File: config.mk
export PLATFORM = sky130hd
export DESIGN_NAME = pwm_clkmon_delay
export DESIGN_NICKNAME = d
export VERILOG_FILES = /design/src/rtl/pwm_mon_pkg.sv /design/src/rtl/ref_edge_sync.sv /design/src/rtl/ref_freq_window.sv /design/src/rtl/pwm_delay_unit.sv /design/src/rtl/pwm_clkmon_delay.sv
export SDC_FILE = /design/constraint.sdc
export NUM_CORES = 1
export LEC_CHECK = 0
export ABC_AREA = 1
export ABC_CLOCK_PERIOD_IN_PS = 1430
export BUFFER_PORTS_ARGS = -buffer_cell sky130_fd_sc_hd__buf_4
export CELL_PAD_IN_SITES_DETAIL_PLACEMENT = 2
export CELL_PAD_IN_SITES_GLOBAL_PLACEMENT = 2
export CORE_MARGIN = 5
export CORE_UTILIZATION = 33
export CTS_CLUSTER_SIZE = 25
export DETAILED_ROUTE_END_ITERATION = 10
export PLACE_DENSITY_LB_ADDON = 0.1
export SLEW_MARGIN = 40
export SYNTH_ARGS = -nofsm -noshare
export SYNTH_HDL_FRONTEND = slang
export SYNTH_SLANG_ARGS = --single-unit
File: constraint.sdc
create_clock -name clk -period 1.43 [get_ports clk]
set_input_delay 0.143 -clock clk [delete_from_list [all_inputs] [get_ports clk]]
set_output_delay 0.143 -clock clk [all_outputs]
set_load 0.05 [all_outputs]
File: src/rtl/pwm_mon_pkg.sv
package pwm_mon_pkg;
  // Source of the PWM timebase
  typedef enum logic {
    TB_REF = 1'b0,
    TB_INT = 1'b1
  } tb_src_e;

  // Width needed to hold a count of 0..n
  function automatic int cnt_width(input int n);
    return (n < 2) ? 1 : $clog2(n + 1);
  endfunction
endpackage

File: src/rtl/ref_edge_sync.sv
module ref_edge_sync (
  input  logic clk,
  input  logic rst_n,
  input  logic async_i,
  output logic rise_o
);
  logic [2:0] sh_q;

  always_ff @(posedge clk) begin
    if (!rst_n) sh_q <= '0;
    else        sh_q <= {sh_q[1:0], async_i};
  end

  assign rise_o = sh_q[1] & ~sh_q[2];
endmodule

File: src/rtl/ref_freq_window.sv
module ref_freq_window
  import pwm_mon_pkg::*;
#(
  parameter int WIN_CYC   = 256,
  parameter int MIN_EDGES = 8,
  parameter int MAX_EDGES = 24
) (
  input  logic clk,
  input  logic rst_n,
  input  logic hold_i,
  input  logic rise_i,
  input  logic clr_i,
  output logic fail_o
);
  localparam int WIN_W  = cnt_width(WIN_CYC - 1);
  localparam int EDGE_W = cnt_width(MAX_EDGES + 1);
  localparam logic [EDGE_W-1:0] SAT = EDGE_W'(MAX_EDGES + 1);

  logic [WIN_W-1:0]  win_q;
  logic [EDGE_W-1:0] edge_q;
  logic              fail_q;
  logic              win_end;
  logic              bad;

  assign win_end = (win_q == WIN_W'(WIN_CYC - 1));
  assign bad     = win_end && !hold_i &&
                   ((edge_q < EDGE_W'(MIN_EDGES)) || (edge_q > EDGE_W'(MAX_EDGES)));

  always_ff @(posedge clk) begin
    if (!rst_n || hold_i) begin
      win_q  <= '0;
      edge_q <= '0;
    end else if (win_end) begin
      win_q  <= '0;
      edge_q <= '0;
    end else begin
      win_q <= win_q + 1'b1;
      if (rise_i && edge_q != SAT) edge_q <= edge_q + 1'b1;
    end
  end

  always_ff @(posedge clk) begin
    if (!rst_n) fail_q <= 1'b0;
    else        fail_q <= (fail_q & ~clr_i) | bad;
  end

  assign fail_o = fail_q;
endmodule

File: src/rtl/pwm_delay_unit.sv
module pwm_delay_unit
  import pwm_mon_pkg::*;
#(
  parameter int CODE_W = 3,
  parameter int UNIT   = 16
) (
  input  logic              clk,
  input  logic              rst_n,
  input  logic              tick_i,
  input  logic [CODE_W-1:0] code_i,
  input  logic              req_i,
  output logic              dly_o
);
  localparam int MAX_TGT = ((1 << CODE_W) - 1) * UNIT;
  localparam int TGT_W   = cnt_width(MAX_TGT);

  logic             req_q;
  logic             pend_q;
  logic             busy_q;
  logic             dly_q;
  logic [TGT_W-1:0] cnt_q;
  logic [TGT_W-1:0] target;
  logic             chg;

  assign target = TGT_W'(code_i) * TGT_W'(UNIT);
  assign chg    = (req_i != req_q);

  always_ff @(posedge clk) begin
    if (!rst_n) begin
      req_q  <= 1'b0;
      pend_q <= 1'b0;
      busy_q <= 1'b0;
      dly_q  <= 1'b0;
      cnt_q  <= '0;
    end else begin
      req_q <= req_i;
      if (chg) begin
        pend_q <= req_i;
        cnt_q  <= '0;
        busy_q <= (code_i != '0);
        if (code_i == '0) dly_q <= req_i;
      end else if (busy_q && tick_i) begin
        if (cnt_q == target - 1'b1) begin
          dly_q  <= pend_q;
          busy_q <= 1'b0;
        end else begin
          cnt_q <= cnt_q + 1'b1;
        end
      end
    end
  end

  assign dly_o = dly_q;
endmodule

File: src/rtl/pwm_clkmon_delay.sv
module pwm_clkmon_delay
  import pwm_mon_pkg::*;
#(
  parameter int CODE_W    = 3,
  parameter int UNIT      = 16,
  parameter int WIN_CYC   = 256,
  parameter int MIN_EDGES = 8,
  parameter int MAX_EDGES = 24
) (
  input  logic              clk,
  input  logic              rst_n,
  input  logic              ref_clk_i,
  input  logic              int_tick_i,
  input  logic              sel_int_i,
  input  logic [CODE_W-1:0] delay_code_i,
  input  logic              on_i,
  input  logic              pwm_req_i,
  input  logic              fail_clr_i,
  output logic              chan_drv_o,
  output logic              clk_fail_o
);
  tb_src_e src;
  logic    ref_rise;
  logic    pwm_tick;
  logic    dly_lvl;
  logic    fail;
  logic    drv_q;

  assign src      = tb_src_e'(sel_int_i);
  assign pwm_tick = (src == TB_INT) ? int_tick_i : ref_rise;

  ref_edge_sync u_sync (
    .clk(clk), .rst_n(rst_n), .async_i(ref_clk_i), .rise_o(ref_rise)
  );

  ref_freq_window #(
    .WIN_CYC(WIN_CYC), .MIN_EDGES(MIN_EDGES), .MAX_EDGES(MAX_EDGES)
  ) u_mon (
    .clk(clk), .rst_n(rst_n), .hold_i(src == TB_INT), .rise_i(ref_rise),
    .clr_i(fail_clr_i), .fail_o(fail)
  );

  pwm_delay_unit #(.CODE_W(CODE_W), .UNIT(UNIT)) u_dly (
    .clk(clk), .rst_n(rst_n), .tick_i(pwm_tick), .code_i(delay_code_i),
    .req_i(pwm_req_i), .dly_o(dly_lvl)
  );

  always_ff @(posedge clk) begin
    if (!rst_n) drv_q <= 1'b0;
    else        drv_q <= fail ? on_i : dly_lvl;
  end

  assign chan_drv_o = drv_q;
  assign clk_fail_o = fail;
endmodule

==> results.md, run 1 <==
- Worst-path clk slew: 60 ps
- GR Util All Layers: 13.9%
- CP endpoint kind: flop
- Req. time, crit path: 1630 ps
- Initial antenna violation count: 0
- Max cap viols: 0
- First-pass GRT wire length: 6.84 mm
- Yosys warns: 0
- Register bit count reported by yosys: 29
- Grt total ovfl: 0
- Synthesized Nets: 231
- # rows: 24
- Worst VDD drop: 389 µV
- Worst Path Arrival: 1520 ps
- Vias/cell: 4.73
- Sequential power share: 50.8%
- Post-DRT Antenna Nets: 0
- Post-cts hold buffer count: 0
- Reg2Reg Depth: 6
- Slew @ Worst Pin: 416 ps
- PwrDens: 879 nW/µm²
- Post-Syn Instances: 213
- Root buffer cell: clkbuf_8
- Most frequent cells in the layout: nand2_1, inv_1, nor2_1, dfxtp_1, buf_4
- Clock share of power: 39.3%
- Combinational cell fraction of total power: 9.8%
- Synth-to-Final Area Change: 22.1%
- CP Max Fanout: 2
- Worst path max stage delay: 340 ps
- Final setup skew: 5.75 ps
- CTS Buf Count: 5
- Placeable Area: 4410 µm²
- Router iterations before antenna repair: 3
- ANT cells: 0
- Clock sink count: 29
- Initial Util: 34.6%
- Final slew viol count: 0
- # port buffers: 12
- # H-tree levels: 2
- Pre-CTS setup slack: -213 ps
- Vias in the first global route: 1541
- Die span in y: 78.0 µm
- Reg2reg end: u_mon.fail_o$_SDFF_PN0_
- Hpwl dp: 3.16 mm
- FILL cells: 538
- Worst-skew pair later-pin latency: 270 ps
- Post-CTS setup buffers: 0
- Register area share after synthesis: 38.0%
- Layout cells sized above 1: 20.0%
- CP Launch Type: flop
- Mean Syn Cell Area: 7.17 µm²
- P_leak: 0.000843 µW
- Hold WC Path Type: input pin to flop
- Clk buf depth: 2
- Cell count after placement: 284
- Vias: 1380
- Post-Route WL: 4.04 mm
- Cell-internal power: 1230 µW
- Slew HR: 72.2%
- Hold-critical path depth: 3
- P_sw: 406 µW
- R2r startpoint: u_mon.win_q[0]$_SDFF_PP0_
- Maximum clock frequency: 754 MHz
- RSZ-0062 raised after global routing: true
- Crit-path cells: ha_1, nand3_2, nor3_4, nand3_4, buf_4, o22ai_1
- Tcrit/Tclk final: 92.8%
- Final hold vios: 0
- I/O pin count: 13
- Syn Std Cell Area: 1530 µm²
- Die Footprint: 6090 µm²
- Switch share: 24.8%
- DRC: 0
- Final Non-Filler Cells: 292
- Nets: 257
- Final setup margin: 103 ps
- Hold endpoint: u_sync.sh_q[0]$_SDFF_PN0_
- Critical path class: flop to flop
- Die W: 78.0 µm
- Tmin final: 1330 ps
- Most common cell after layout, fill and taps aside: nand2_1
- R2r setup slk: 100 ps
- Initial DRC count: 39
- Status: finished clean
- Cell variety after synth: 26
- Hold path startpoint: ref_clk_i
- Routability cong.: 0.773
- CTS tree: yes
- Wire per inst: 13.8 µm
- Slowest CP cell: dfxtp_1
- Final setup vio count: 0
- Pin count of the biggest net entering global routing: 14
[through the flow]
stage	power, µW	cell area, µm²	util (%)	setup TNS, ps	hold slack (ps)
after floorplan	949	1530	-	0	236
after global placement	997	1730	39.3	-388	327
after detailed placement	1010	1730	39.3	-1490	335
after CTS	1660	1820	41.2	0	48.4
after global routing	1730	1870	42.3	-5.34	59.2
final	1640	1870	42.3	0	53.0
[Yosys cell counts (all sizes together)]
master / n / area share [%]
a21oi: 16 / 5.2
buf: 2 / 1.1
dfxtp: 29 / 38
ha: 7 / 5.7
inv: 37 / 9.1
nand2: 57 / 15
nand3: 13 / 5.2
nand4: 1 / 0.41
nor2: 31 / 8.9
nor3: 1 / 1.1
nor3b: 2 / 1.3
o21ai: 4 / 1.3
o21bai: 1 / 0.74
o22ai: 1 / 0.41
or2: 1 / 0.41
xnor2: 4 / 2.3
xor2: 6 / 3.4
[layout make-up]
cell class                      count  area (µm²)  area share (%)
Tap cell                           52        65.1            3.49
Timing Repair Buffer               21         158            8.45
Clock buffer                        8        80.1            4.29
Sequential cell                    29         584            31.3
Multi-Input combinational cell    145         840            45.0
Inverter                           37         139            7.44
[cells by family (layout without fill, tap and decap cells)]
logic type	Yosys count	in the layout	synth area share, %
adder cells (fa/ha/maj)	7	7	5.73
AND/OR/NAND/NOR	106	106	32.7
AO/OA/AOI/OAI	22	22	7.70
buffers and inverters	39	66	10.2
flip-flops	29	29	38.0
XOR/XNOR	10	10	5.73
[power by group through the flow]
stage | Clock [µW] | Sequential (µW) | Combinational [µW]
floorplan | 0 | 851 | 98.1
global placement | 0 | 850 | 148
detailed placement | 0 | 851 | 159
CTS | 669 | 833 | 161
global route | 707 | 836 | 183
finish | 645 | 834 | 161
[worst max path at each step]
stage | startpoint | end | slack, ps | cells past startpoint
after floorplan | delay_code_i[0] | u_dly.cnt_q[1]$_SDFFE_PP0P_ | 110 | 11
after CTS | u_dly.cnt_q[0]$_SDFFE_PP0P_ | u_dly.cnt_q[6]$_SDFFE_PP0P_ | 0.6 | 8
after detailed placement | delay_code_i[0] | u_dly.cnt_q[1]$_SDFFE_PP0P_ | -210 | 12
after global placement | delay_code_i[0] | u_dly.cnt_q[1]$_SDFFE_PP0P_ | -100 | 12
final | u_mon.win_q[0]$_SDFF_PP0_ | u_mon.fail_o$_SDFF_PN0_ | 100 | 6
after global routing | u_dly.cnt_q[0]$_SDFFE_PP0P_ | u_dly.cnt_q[6]$_SDFFE_PP0P_ | -5 | 8
[critical path, delay by kind of cell (launching register included)]
| kind | cells | cell delay (ps) |
|---|---|---|
| adders and majority gates | 1 | 190 |
| DFF | 1 | 340 |
| AOI/OAI and AO/OA | 1 | 100 |
| buffers and inverters | 1 | 160 |
| and+or+nand+nor | 3 | 460 |
[routing by layer]
metal	up-vias	share of wire (%)	GRT usage (%)	wire, µm
met5	-	0	0	0
met4	0	0.57	3.55	23
met3	2	1.8	3.43	72
met2	6	58	27.5	2350
met1	669	40	14.3	1600
li1	703	-	-	-
[what timing repair did]
item	in CTS	in global routing
resized for setup	1	10
pin swaps	0	0
setup endpoints to repair	9	19
[state kept, by name, summed over array words and instances (netlist names)]
name	flops
u_dly.busy_q	1
u_mon.fail_o	1
u_dly.cnt_q	7
u_sync.sh_q	3
u_mon.edge_q	5
u_mon.win_q	8
u_dly.dly_o	1
u_dly.pend_q	1
chan_drv_o	1
u_dly.req_q	1
(Power assumes the default switching activity.)
==> inputs of run 2 (changes only) <==
Settings changed: CELL_PAD_IN_SITES_DETAIL_PLACEMENT 2 to 0, CELL_PAD_IN_SITES_GLOBAL_PLACEMENT 2 to 1, CORE_UTILIZATION 33 to 35.
==> run 2 against run 1 <==
Net effect: critical path depth is the same; final cell count shrank 1.0%; largest cell class unchanged; sequential share of layout area rose by 0.75 points; clock power increased by 5.0%; utilization rose by 0.075 points; first-iteration DRC count down 26%; combinational power is 7% lower; via count decreased by 6.2%; wire length shrank 23%; flip-flop and latch count is the same; worst hold slack better by 3.7 ps; sequential power about the same.
==> results.md, run 2 (same netlist as run 1, synthesis figures left out) <==
- Switch share: 23.7%
- Largest register by flop count: u_mon.win_q
- Clock sink count: 29
- Cell-internal power: 1270 µW
- Slew @ Worst Pin: 274 ps
- Final setup margin: 101 ps
- P_sw: 394 µW
- Grt total ovfl: 0
- Pwr Total: 1660 µW
- Worst VDD drop: 461 µV
- P_leak: 0.000836 µW
- Pin count of the biggest net entering global routing: 14
- # port buffers: 12
- Area of the multi-input gates: 802 µm²
- ANT cells: 0
- Met1 Usage GRT: 12.8%
- Vias: 1295
- Die W: 76.1 µm
- Die Footprint: 5790 µm²
- Clock share of power: 40.8%
- First-pass GRT wire length: 5.49 mm
- Initial Util: 35.6%
- DP Area: 1720 µm²
- Slew HR: 81.7%
- Biggest regs: u_mon.win_q: 8 flops, u_dly.cnt_q: 7 flops, u_mon.edge_q: 5 flops
- Layer with the highest usage: met2
- Req. time, crit path: 1590 ps
- Critical path class: flop to flop
- Placeable Area: 4290 µm²
- Post-DRT Antenna Nets: 0
- Vias/cell: 4.48
- # H-tree levels: 2
- GRT met2 Usage: 20.2%
- Most frequent cells in the layout: nand2_1, inv_1, dfxtp_1, nor2_1, buf_4
- Most common cell after layout, fill and taps aside: nand2_1
- Fin area: 1820 µm²
- Hpwl dp: 2.47 mm
- Maximum clock frequency: 753 MHz
- Die span in y: 76.1 µm
- CP endpoint kind: flop
- Worst-path clk slew: 60 ps
- CP Launch Type: flop
- Clk buf depth: 2
- CTS tree: yes
- Tcrit/Tclk final: 92.9%
- Met3 usage: 3.19%
- Synth-to-Final Area Change: 19.0%
- Worst Path Arrival: 1490 ps
- I/O pin count: 13
- Sequential power share: 50.2%
- Final slew viol count: 0
- Combinational cell fraction of total power: 9.0%
- RSZ-0062 raised after global routing: false
- DRC: 0
- Max cap viols: 0
- Post-Route WL: 3.12 mm
- Vias in the first global route: 1298
- Status: finished clean
- Worst-skew pair later-pin latency: 280 ps
- # rows: 24
- Wire per inst: 10.8 µm
- Max reg flops: 8
- CP Max Fanout: 13
- Layout cells sized above 1: 19.0%
- Tmin final: 1330 ps
- CTS Buf Count: 5
- Initial antenna violation count: 0
- PwrDens: 913 nW/µm²
- Worst hold slack: 56.7 ps
- Router iterations before antenna repair: 4
- Nets: 255
- Routability cong.: 0.785
- Initial DRC count: 29
- Post-cts hold buffer count: 0
- Final hold vios: 0
- GR Util All Layers: 11.6%
- FF/Latch Area: 583 µm²
- Pre-CTS setup slack: -168 ps
- Final setup skew: 3.25 ps
- FILL cells: 452
- Post-CTS setup buffers: 0
- Hold WC Path Type: input pin to flop
- Final setup vio count: 0
- Root buffer cell: clkbuf_8
==> run 2: cell types whose count changed in the layout (fill, tap and decap cells not counted), moves of 2 or more <==
cell      previous run  this run
buf_4               21        19
nand3_4              2         0
nand3_2              1         3
clkbuf_1             3         1
==> run 2: final timing paths <==
kind         cells after the start                         to  slack (ps)                       from
max                              6  u_mon.win_q[6]$_SDFF_PP0_         100  u_mon.win_q[0]$_SDFF_PP0_
min reg2reg                      2  u_sync.sh_q[1]$_SDFF_PN0_         420  u_sync.sh_q[0]$_SDFF_PN0_
min                              3  u_sync.sh_q[0]$_SDFF_PN0_          60                  ref_clk_i
max reg2reg                      6  u_mon.win_q[6]$_SDFF_PP0_         100  u_mon.win_q[0]$_SDFF_PP0_
==> run 2: stage by stage <==
stage | setup TNS, ps | cells | util (%)
after floorplan | 0 | 213 | -
after global placement | -428 | 282 | 40.0
after detailed placement | -787 | 282 | 40.0
after CTS | 0 | 289 | 42.0
after global routing | 0 | 289 | 42.3
final | 0 | 289 | 42.3
==> run 2: power by group through the flow <==
stage / Sequential (µW) / Clock, µW / Combinational, µW
floorplan: 851 / 0 / 98.1
global placement: 850 / 0 / 147
detailed placement: 851 / 0 / 149
CTS: 833 / 698 / 150
global route: 835 / 734 / 173
finish: 833 / 677 / 150
==> run 2: layout make-up <==
class / count / area share [%]
Clock buffer: 7 / 4.75
Tap cell: 52 / 3.58
Multi-Input combinational cell: 145 / 44.1
Sequential cell: 29 / 32.1
Inverter: 37 / 7.64
Timing Repair Buffer: 19 / 7.85
==> run 2: repair_timing <==
| action | 4_1_cts | 5_1_grt |
|---|---|---|
| resized for setup | 0 | 5 |
| endpoints found under the hold margin | 0 | 0 |
| setup endpoints to repair | 0 | 19 |
==> run 2: layer usage <==
metal | wire length (µm) | vias up
met4 | 70 | 0
met5 | 0 | -
met2 | 1580 | 10
li1 | - | 694
met3 | 73 | 7
met1 | 1390 | 584
==> run 2: critical path, cell delays in order, from the launching register on <==
cell and delay, ps:
dfxtp_1 340, ha_1 190, nand3_2 120, nor3_4 160
nand3_2 140, nand2_4 190, nor2_1 70
